`config.mk`:
```
export PLATFORM = sky130hd
export DESIGN_NAME = chsel_i2c_target
export DESIGN_NICKNAME = d
export VERILOG_FILES = /design/src/rtl/chsel_pkg.sv /design/src/rtl/chsel_deglitch.sv /design/src/rtl/chsel_bus_engine.sv /design/src/rtl/chsel_ctrl_reg.sv /design/src/rtl/chsel_i2c_target.sv
export SDC_FILE = /design/constraint.sdc
export NUM_CORES = 1
export LEC_CHECK = 0
export BUFFER_PORTS_ARGS = -buffer_cell sky130_fd_sc_hd__buf_4
export CORE_ASPECT_RATIO = 2
export CORE_MARGIN = 4
export CORE_UTILIZATION = 59
export DETAILED_ROUTE_END_ITERATION = 7
export PLACE_DENSITY = 0.88
export SYNTH_ARGS = -nofsm -noshare
export SYNTH_HDL_FRONTEND = slang
export SYNTH_SLANG_ARGS = --single-unit
```
`constraint.sdc`:
```
create_clock -name clk -period 2.4 [get_ports clk]
set_input_delay 0 -clock clk [delete_from_list [all_inputs] [get_ports clk]]
set_output_delay 0 -clock clk [all_outputs]
set_load 0.005 [all_outputs]
```
`src/rtl/chsel_pkg.sv`:
```
package chsel_pkg;

  typedef enum logic [3:0] {
    ST_IDLE,
    ST_ADDR,
    ST_ACK_WAIT,
    ST_ACK_HOLD,
    ST_WRITE,
    ST_READ,
    ST_READ_ACK,
    ST_READ_NEXT,
    ST_IGNORE
  } bus_state_t;

  localparam int BYTE_W   = 8;
  localparam int ENA_BIT  = 2;
  localparam int CHAN_LSB = 0;
  localparam int CHAN_W   = 2;

endpackage

```
`src/rtl/chsel_deglitch.sv`:
```
module chsel_deglitch #(
  parameter int  FILT_LEN = 8,
  parameter logic IDLE_VAL = 1'b1
) (
  input  logic clk,
  input  logic rst,
  input  logic din,
  output logic dout
);
  localparam int CW = $clog2(FILT_LEN + 1);

  logic [1:0]    sync_q;
  logic          out_q;
  logic [CW-1:0] run_q;

  always_ff @(posedge clk) begin
    if (rst) begin
      sync_q <= {2{IDLE_VAL}};
      out_q  <= IDLE_VAL;
      run_q  <= '0;
    end else begin
      sync_q <= {sync_q[0], din};
      if (sync_q[1] == out_q) begin
        run_q <= '0;
      end else if (run_q == CW'(FILT_LEN - 1)) begin
        out_q <= sync_q[1];
        run_q <= '0;
      end else begin
        run_q <= run_q + 1'b1;
      end
    end
  end

  assign dout = out_q;

  // the filtered level only moves after a full run of differing samples
  assert_filter_run_R9: assert property (@(posedge clk) disable iff (rst)
    !$stable(out_q) |-> ($past(run_q) == CW'(FILT_LEN - 1)));

endmodule

```
`src/rtl/chsel_bus_engine.sv`:
```
module chsel_bus_engine
  import chsel_pkg::*;
#(
  parameter logic [6:0] DEV_ADDR = 7'b1110000
) (
  input  logic              clk,
  input  logic              rst,
  input  logic              scl,
  input  logic              sda,
  input  logic [BYTE_W-1:0] rd_data,
  output logic              sda_oe,
  output logic              wr_stb,
  output logic [BYTE_W-1:0] wr_data,
  output logic              stop_seen
);
  bus_state_t        state_q;
  logic              scl_d, sda_d;
  logic [BYTE_W-1:0] shift_q;
  logic [2:0]        bit_q;
  logic              is_read_q;
  logic              oe_q;
  logic              start_c, stop_c, rise_c, fall_c;

  assign start_c = scl_d & scl & sda_d & ~sda;
  assign stop_c  = scl_d & scl & ~sda_d & sda;
  assign rise_c  = ~scl_d & scl;
  assign fall_c  = scl_d & ~scl;

  always_ff @(posedge clk) begin
    if (rst) begin
      state_q   <= ST_IDLE;
      scl_d     <= 1'b1;
      sda_d     <= 1'b1;
      shift_q   <= '0;
      bit_q     <= '0;
      is_read_q <= 1'b0;
      oe_q      <= 1'b0;
      wr_stb    <= 1'b0;
      wr_data   <= '0;
      stop_seen <= 1'b0;
    end else begin
      scl_d     <= scl;
      sda_d     <= sda;
      wr_stb    <= 1'b0;
      stop_seen <= 1'b0;
      if (start_c) begin
        state_q <= ST_ADDR;
        bit_q   <= '0;
        oe_q    <= 1'b0;
      end else if (stop_c) begin
        state_q   <= ST_IDLE;
        oe_q      <= 1'b0;
        stop_seen <= 1'b1;
      end else begin
        unique case (state_q)
          ST_ADDR: if (rise_c) begin
            shift_q <= {shift_q[6:0], sda};
            if (bit_q == 3'd7) begin
              bit_q <= '0;
              if (shift_q[6:0] == DEV_ADDR) begin
                is_read_q <= sda;
                state_q   <= ST_ACK_WAIT;
              end else begin
                state_q <= ST_IGNORE;
              end
            end else begin
              bit_q <= bit_q + 1'b1;
            end
          end
          ST_ACK_WAIT: if (fall_c) begin
            oe_q    <= 1'b1;
            state_q <= ST_ACK_HOLD;
          end
          ST_ACK_HOLD: if (fall_c) begin
            bit_q <= '0;
            if (is_read_q) begin
              shift_q <= rd_data;
              oe_q    <= ~rd_data[BYTE_W-1];
              state_q <= ST_READ;
            end else begin
              oe_q    <= 1'b0;
              state_q <= ST_WRITE;
            end
          end
          ST_WRITE: if (rise_c) begin
            shift_q <= {shift_q[6:0], sda};
            if (bit_q == 3'd7) begin
              bit_q   <= '0;
              wr_stb  <= 1'b1;
              wr_data <= {shift_q[6:0], sda};
              state_q <= ST_ACK_WAIT;
            end else begin
              bit_q <= bit_q + 1'b1;
            end
          end
          ST_READ: if (fall_c) begin
            if (bit_q == 3'd7) begin
              bit_q   <= '0;
              oe_q    <= 1'b0;
              state_q <= ST_READ_ACK;
            end else begin
              shift_q <= {shift_q[6:0], 1'b0};
              oe_q    <= ~shift_q[6];
              bit_q   <= bit_q + 1'b1;
            end
          end
          ST_READ_ACK: if (rise_c) begin
            state_q <= sda ? ST_IGNORE : ST_READ_NEXT;
          end
          ST_READ_NEXT: if (fall_c) begin
            shift_q <= rd_data;
            oe_q    <= ~rd_data[BYTE_W-1];
            bit_q   <= '0;
            state_q <= ST_READ;
          end
          default: ;
        endcase
      end
    end
  end

  assign sda_oe = oe_q;

  // a released bus or an ignored transfer never sees SDA pulled low
  assert_idle_released_R2: assert property (@(posedge clk) disable iff (rst)
    (state_q == ST_IDLE || state_q == ST_IGNORE) |-> !sda_oe);

  // a STOP cannot coincide with storing a byte
  assert_stop_alone_R6: assert property (@(posedge clk) disable iff (rst)
    stop_seen |-> !wr_stb);

endmodule

```
`src/rtl/chsel_ctrl_reg.sv`:
```
module chsel_ctrl_reg
  import chsel_pkg::*;
#(
  parameter int NUM_CH = 2
) (
  input  logic              clk,
  input  logic              rst,
  input  logic              wr_stb,
  input  logic [BYTE_W-1:0] wr_data,
  input  logic              stop_seen,
  output logic [BYTE_W-1:0] ctrl_byte,
  output logic [NUM_CH-1:0] ch_en
);
  logic [BYTE_W-1:0] ctrl_q;
  logic              pend_q;
  logic [NUM_CH-1:0] en_q;
  logic [NUM_CH-1:0] dec_c;

  for (genvar i = 0; i < NUM_CH; i++) begin : g_dec
    assign dec_c[i] = ctrl_q[ENA_BIT] &&
                      (ctrl_q[CHAN_LSB +: CHAN_W] == CHAN_W'(i));
  end

  always_ff @(posedge clk) begin
    if (rst) begin
      ctrl_q <= '0;
      pend_q <= 1'b0;
      en_q   <= '0;
    end else if (wr_stb) begin
      ctrl_q <= wr_data;
      pend_q <= 1'b1;
    end else if (stop_seen && pend_q) begin
      en_q   <= dec_c;
      pend_q <= 1'b0;
    end
  end

  assign ctrl_byte = ctrl_q;
  assign ch_en     = en_q;

  // never more than one downstream channel on
  assert_onehot_en_R5: assert property (@(posedge clk) disable iff (rst)
    $onehot0(ch_en));

  // the selection only moves right after a STOP from the bus engine
  assert_commit_on_stop_R6: assert property (@(posedge clk) disable iff (rst)
    !$stable(ch_en) |-> $past(stop_seen));

endmodule

```
`src/rtl/chsel_i2c_target.sv`:
```
module chsel_i2c_target
  import chsel_pkg::*;
#(
  parameter logic [6:0] DEV_ADDR = 7'b1110000,
  parameter int         FILT_LEN = 8,
  parameter int         NUM_CH   = 2
) (
  input  logic              clk,
  input  logic              rst,
  input  logic              scl_i,
  input  logic              sda_i,
  output logic              sda_oe,
  output logic [NUM_CH-1:0] ch_en
);
  localparam int NUM_LINES = 2;

  logic [NUM_LINES-1:0] raw_c, clean_c;
  logic                 wr_stb, stop_seen;
  logic [BYTE_W-1:0]    wr_data, ctrl_byte;

  assign raw_c = {sda_i, scl_i};

  for (genvar l = 0; l < NUM_LINES; l++) begin : g_line
    chsel_deglitch #(.FILT_LEN(FILT_LEN), .IDLE_VAL(1'b1)) u_filt (
      .clk (clk),
      .rst (rst),
      .din (raw_c[l]),
      .dout(clean_c[l])
    );
  end

  chsel_bus_engine #(.DEV_ADDR(DEV_ADDR)) u_engine (
    .clk      (clk),
    .rst      (rst),
    .scl      (clean_c[0]),
    .sda      (clean_c[1]),
    .rd_data  (ctrl_byte),
    .sda_oe   (sda_oe),
    .wr_stb   (wr_stb),
    .wr_data  (wr_data),
    .stop_seen(stop_seen)
  );

  chsel_ctrl_reg #(.NUM_CH(NUM_CH)) u_reg (
    .clk      (clk),
    .rst      (rst),
    .wr_stb   (wr_stb),
    .wr_data  (wr_data),
    .stop_seen(stop_seen),
    .ctrl_byte(ctrl_byte),
    .ch_en    (ch_en)
  );

endmodule

```
* After elaboration in Yosys (flattened, before gate mapping)
Index checks and enable logic that the tools add are counted.
Word-level totals: word-level logic and storage cells 147, register bits after elaboration 53
Cells by class: mux-type cells 39, eq/ne operators 38, $add $sub $neg 3, bitwise gates (word level) 20, reduce and logical (&&, ||, !) cells 27
Operators by type and width (number):
- $mux W4 | 12
- $mux W7 | 6
- $ne A4 B1 Y1 const B | 10
- $pmux W4 S7 | 1
- $pmux W7 S4 | 1
- $ne A2 B1 Y1 const B | 13
- $eq A4 B3 Y1 const B | 6
- $reduce_and A11 Y1 | 2
- $reduce_and A5 Y1 | 3
- $mux W1 | 13
- $not A1 Y1 | 13
- $mux W3 | 4
- $pmux W3 S3 | 1
- $reduce_and A9 Y1 | 1
- $reduce_bool A9 Y1 | 1
- $reduce_or A3 Y1 | 3
- $add A4 B1 Y4 const B | 2
- $eq A4 B2 Y1 const B | 2
- $reduce_bool A4 Y1 | 2
- $and A1 B1 Y1 | 7
- $eq A7 B7 Y1 const B | 1
- $reduce_bool A7 Y1 | 1
- $reduce_and A2 Y1 | 3
- $reduce_and A6 Y1 | 1
- other kinds (13) | 18

* Logic depth before layout (Yosys ltp)
depth in word-level cells 7, depth in mapped cells 9

* Hierarchy
From an unflattened synthesis, not the netlist that was laid out.
Unflattened totals: cells, all modules 253, area total of the unflattened synthesis 2377.3 um2
Modules (own cells, without submodules):
- chsel_bus_engine | sequential area each 560.5 um2, cells an instance 168, instances 1, area an instance 1452.6 um2
- chsel_deglitch | sequential area each 140.1 um2, cells an instance 23, instances 2, area an instance 252.7 um2
- chsel_ctrl_reg | sequential area each 220.2 um2, cells an instance 39, instances 1, area an instance 419.2 um2

* Worst setup path after synthesis
OpenSTA, ideal clock, no wires.
kind register to register, start reg u_engine.bit_q[0], end reg u_engine.shift_q[6], clock period less this slack 1.730 ns, data required time 2.320 ns, setup slack 0.670 ns, stages on the path, launching flop included 10, library setup time 0.080 ns, buffers on the path 2, data arrival time 1.651 ns, path through dfxtp_1 ha_1 ha_1 and3b_1 o21ai_0 and4_1 buf_6 buf_12 nor2_2 a211oi_2
Between the ends: word-level cells in the longest chain between the ends 3
RTL lines:
- start, declared | line chsel_bus_engine.sv:19 | logic [2:0] bit_q;
- start signal, assigned | line chsel_bus_engine.sv:67 | bit_q <= bit_q + 1'b1;
- start signal, assigned | line chsel_bus_engine.sv:93 | bit_q <= bit_q + 1'b1;
- start signal, assigned | line chsel_bus_engine.sv:104 | bit_q <= bit_q + 1'b1;
- $eq A3 B3 Y1 | line chsel_bus_engine.sv:97 | if (bit_q == 3'd7) begin
- $ne A2 B2 Y1 (no line)
- $reduce_and A9 Y1 (no line)
- end signal, assigned | line chsel_bus_engine.sv:86 | shift_q <= {shift_q[6:0], sda};
- end signal, assigned | line chsel_bus_engine.sv:102 | shift_q <= {shift_q[6:0], 1'b0};
- end signal, assigned | line chsel_bus_engine.sv:111 | shift_q <= rd_data;
- end, declared | line chsel_bus_engine.sv:18 | logic [BYTE_W-1:0] shift_q;
Every way passes these cells. A chain may end at the register's enable or synchronous reset.

* Final worst setup path
start reg u_engine.state_q[2], end reg u_engine.shift_q[0]
Between the ends: word-level cells in the longest chain between the ends 4
RTL lines:
- start, declared | line chsel_bus_engine.sv:16 | bus_state_t state_q;
- start signal, assigned | line chsel_bus_engine.sv:108 | state_q <= sda ? ST_IGNORE : ST_READ_NEXT;
- $eq A4 B1 Y1 / $eq A4 B3 Y1 (equally long branches) | line chsel_bus_engine.sv:55 | unique case (state_q)
- $reduce_or A2 Y1 (no line)
- $reduce_bool A4 Y1 (no line) / $ne A2 B1 Y1 (equally long branches)
- $reduce_and A9 Y1 (no line)
- end signal, assigned | line chsel_bus_engine.sv:57 | shift_q <= {shift_q[6:0], sda};
- end signal, assigned | line chsel_bus_engine.sv:77 | shift_q <= rd_data;
- end signal, assigned | line chsel_bus_engine.sv:86
Parallel ways exist; a longest one is shown, timed or not.

==> metrics.md <==
| Metric | Value |
|---|---|
| Final hold slack | `105.4 ps` |
| First-pass GRT wire length | `7265 um` |
| RSZ-0062 raised after global routing | `no` |
| Max Cap Viol | `0` |
| DR vias | `1694` |
| CTS clk-pin slew, worst paths | `90 ps` |
| Final Setup Violations | `0` |
| Max-slew headroom | `61.38%` |
| Post-synthesis sequential area ratio | `44.96%` |
| Vias in the first global route | `1644` |
| Post-CTS Repair Setup Buffers | `0` |
| Worst-path fanout max | `16` |
| Yosys cell types | `48` |
| Data required, critical path | `2590 ps` |
| Clk sinks | `53` |
| Grt ovf | `0` |
| Final wirelength | `4290 um` |
| Clk buf depth | `2` |
| Iteration-0 DRC count of the detailed router | `35` |
| Drt pass-1 iters | `4` |
| Area grow syn2layout | `6.522%` |
| WL/cell | `14.25 um` |
| Post-route ant nets | `0` |
| Layout fillers | `346` |
| Initial core utilization | `61.39%` |
| Die height | `97.44 um` |
| Number of vias per cell | `5.628` |
| Gate count of the mapped netlist | `246` |
| Final instance area | `0.002514 mm^2` |
| Tot GR Track Use | `18.73%` |
| Worst Max-Slew Pin Slew | `578.5 ps` |
| CTS HTree Levels | `2` |
| Final core occ | `65.40%` |
| Die Wd | `52.72 um` |
| Post-route DRC | `0` |
| Leak | `0.9228 nW` |
| Clock skew | `9.852 ps` |
| Cell taking the most area after synthesis | `dfxtp_1` |
| Post-Syn Area | `0.002360 mm^2` |
| Worst-Skew Late Latency | `310 ps` |
| Crit share post-route | `79.99%` |
| Ant. Diodes | `0` |
| TritonCTS clock tree | `done` |
| FMAX | `0.5209 GHz` |
| Clk Tree Root Cell | `clkbuf_8` |
| Top post-synthesis cells by area | `dfxtp_1 45%, mux2i_1 11%, nor2_1 6.4%, a21oi_1 2.8%, a211oi_2 2.1%` |
| Synth Warn # | `0` |
| Worst Hold Class | `in -> reg` |
| Total core area | `0.003844 mm^2` |
| Port bufs | `6` |
| GPL Wtd Cong | `0.8919` |
| I/O pin cnt | `7` |
| Sum of negative setup slack | `0 ps` |
| Post-DP HPWL | `3103 um` |
| Power Density | `591.8 mW/mm^2` |
| Min cycle time layout | `1920 ps` |
| Total CTS buffers | `5` |
| Syn Area/Cell | `9.593 um^2` |
| Cell Area, Placed | `0.002397 mm^2` |
| Crit start category | `flop` |
| Share of post-route cells with drive strength above 1 | `15.20%` |
| Pin count of the biggest net entering global routing | `42` |
| Yosys top cell area share | `44.96%` |
| Post-Syn Nets | `254` |
| Status | `finished clean` |
| Hold Fails Final Rpt | `0` |
| Tot Pwr | `1.488 mW` |
| Initial antenna violation count | `0` |
| Setup CP Type | `reg -> reg` |
| Worst Path Arrival | `2110 ps` |
| Max-slew violations | `0` |
| Main synth FF type | `dfxtp_1` |
| Nets | `257` |
| CP endpoint kind | `flop` |
| Seq cells post-synth | `53` |
| Async set or reset register ratio after synthesis | `0%` |
| Number of synthesized flops with an enable pin | `0` |
| Worst ir drop on vdd | `0.5436 mV` |
| FP Rows | `32` |
| Die footprint | `0.005137 mm^2` |
[path summary, 6_finish.rpt]
path / startpoint / endpoint / slack (ps) / cells past startpoint
worst max-delay path: u_engine.state_q[2]$_SDFFE_PP0P_ / u_engine.shift_q[0]$_SDFFE_PP0P_ / 480 / 6
worst min-delay path: rst / u_engine.wr_data[5]$_SDFFE_PP0P_ / 110 / 2
worst max register to register: u_engine.state_q[2]$_SDFFE_PP0P_ / u_engine.shift_q[0]$_SDFFE_PP0P_ / 480 / 6
worst min register to register: g_line[1].u_filt.sync_q[0]$_SDFF_PP1_ / g_line[1].u_filt.sync_q[1]$_SDFF_PP1_ / 420 / 1
[report_power, final]
part | internal, mW | switching, mW
clock network | 0.234 | 0.274
logic | 0.0323 | 0.0444
registers | 0.887 | 0.0157
[critical path: stages (launching register included)]
cell and delay, ps:
dfxtp_1 690, xor2_2 260, o2bb2ai_2 170, and4_1 210, buf_4 210, mux2i_1 210, nor2_1 60
[cells in the mapped netlist (3+ instances only)]
cell / count
dfxtp_1: 53
nor2_1: 40
mux2i_1: 25
a21oi_1: 13
nand2_1: 10
clkbuf_1: 6
inv_1: 6
or2_2: 6
a211oi_2: 4
buf_2: 4
ha_1: 4
nand2b_1: 4
nand3_1: 4
nand3b_1: 4
nor2_2: 4
nor2b_1: 4
xnor2_1: 4
nand4_1: 3
nand4b_1: 3
nor3_1: 3
o21a_1: 3
o21ai_0: 3
or3_1: 3
[area by class of cell]
cell class                 count  area (um^2)  share of cell area [%]
clock buffer                   6        82.58                   3.285
tap                           51        63.81                   2.539
multi-input combinational    172         1182                   47.04
timing repair buffer          11        87.58                   3.484
inverter                       6        22.52                  0.8960
clock inverter                 2        13.76                  0.5475
sequential                    53         1061                   42.21
[flip-flops by register name (all words and copies together), names as in the netlist, 2 cells and up]
register              cells
g_line.u_filt.run_q       8
u_engine.wr_data          8
u_reg.ctrl_byte           8
u_engine.shift_q          7
g_line.u_filt.sync_q      4
u_engine.state_q          4
u_engine.bit_q            3
g_line.u_filt.dout        2
u_reg.ch_en               2
[metal layers]
metal	up-vias	wire [um]	track usage (%)
met5	-	0	0
met4	0	254	12.20
met3	23	108	4.608
met2	28	2270	31.42
met1	788	1657	19.55
li1	855	-	-
[stage by stage]
step	setup WS, ps	cells
finish	480.3	301
global route	361.6	301
floorplan	669.6	246
CTS	494.1	301
detailed placement	515.6	291
global placement	574.6	291
[cell families after synthesis]
logic type	Yosys count	synth area share, %
compound gates	39	12.78
xor+xnor	7	2.916
fa+ha+maj	4	2.121
buf+inv	21	4.931
flops	53	44.96
mux	26	11.08
simple gates	96	21.21
[repair_timing]
action / CTS / global route
resized for setup: 0 / 0
hold buffers: 2 / 0
endpoints found under the hold margin: 2 / 0
[cell usage in the layout (no fill, tap or decap), drive strengths merged, types with 4 or more instances in the layout]
master / Yosys / final
nand3: 4 / 4
a211oi: 6 / 6
ha: 4 / 4
clkbuf: 7 / 6
nor2: 44 / 44
nand3b: 4 / 4
o21ai: 4 / 4
a21oi: 13 / 13
nand2b: 4 / 4
dfxtp: 53 / 53
xnor2: 4 / 4
mux2i: 25 / 25
nand2: 10 / 10
inv: 6 / 6
buf: 8 / 9
nor2b: 4 / 4
or2: 6 / 6
Power figures use the tool's default switching activity.
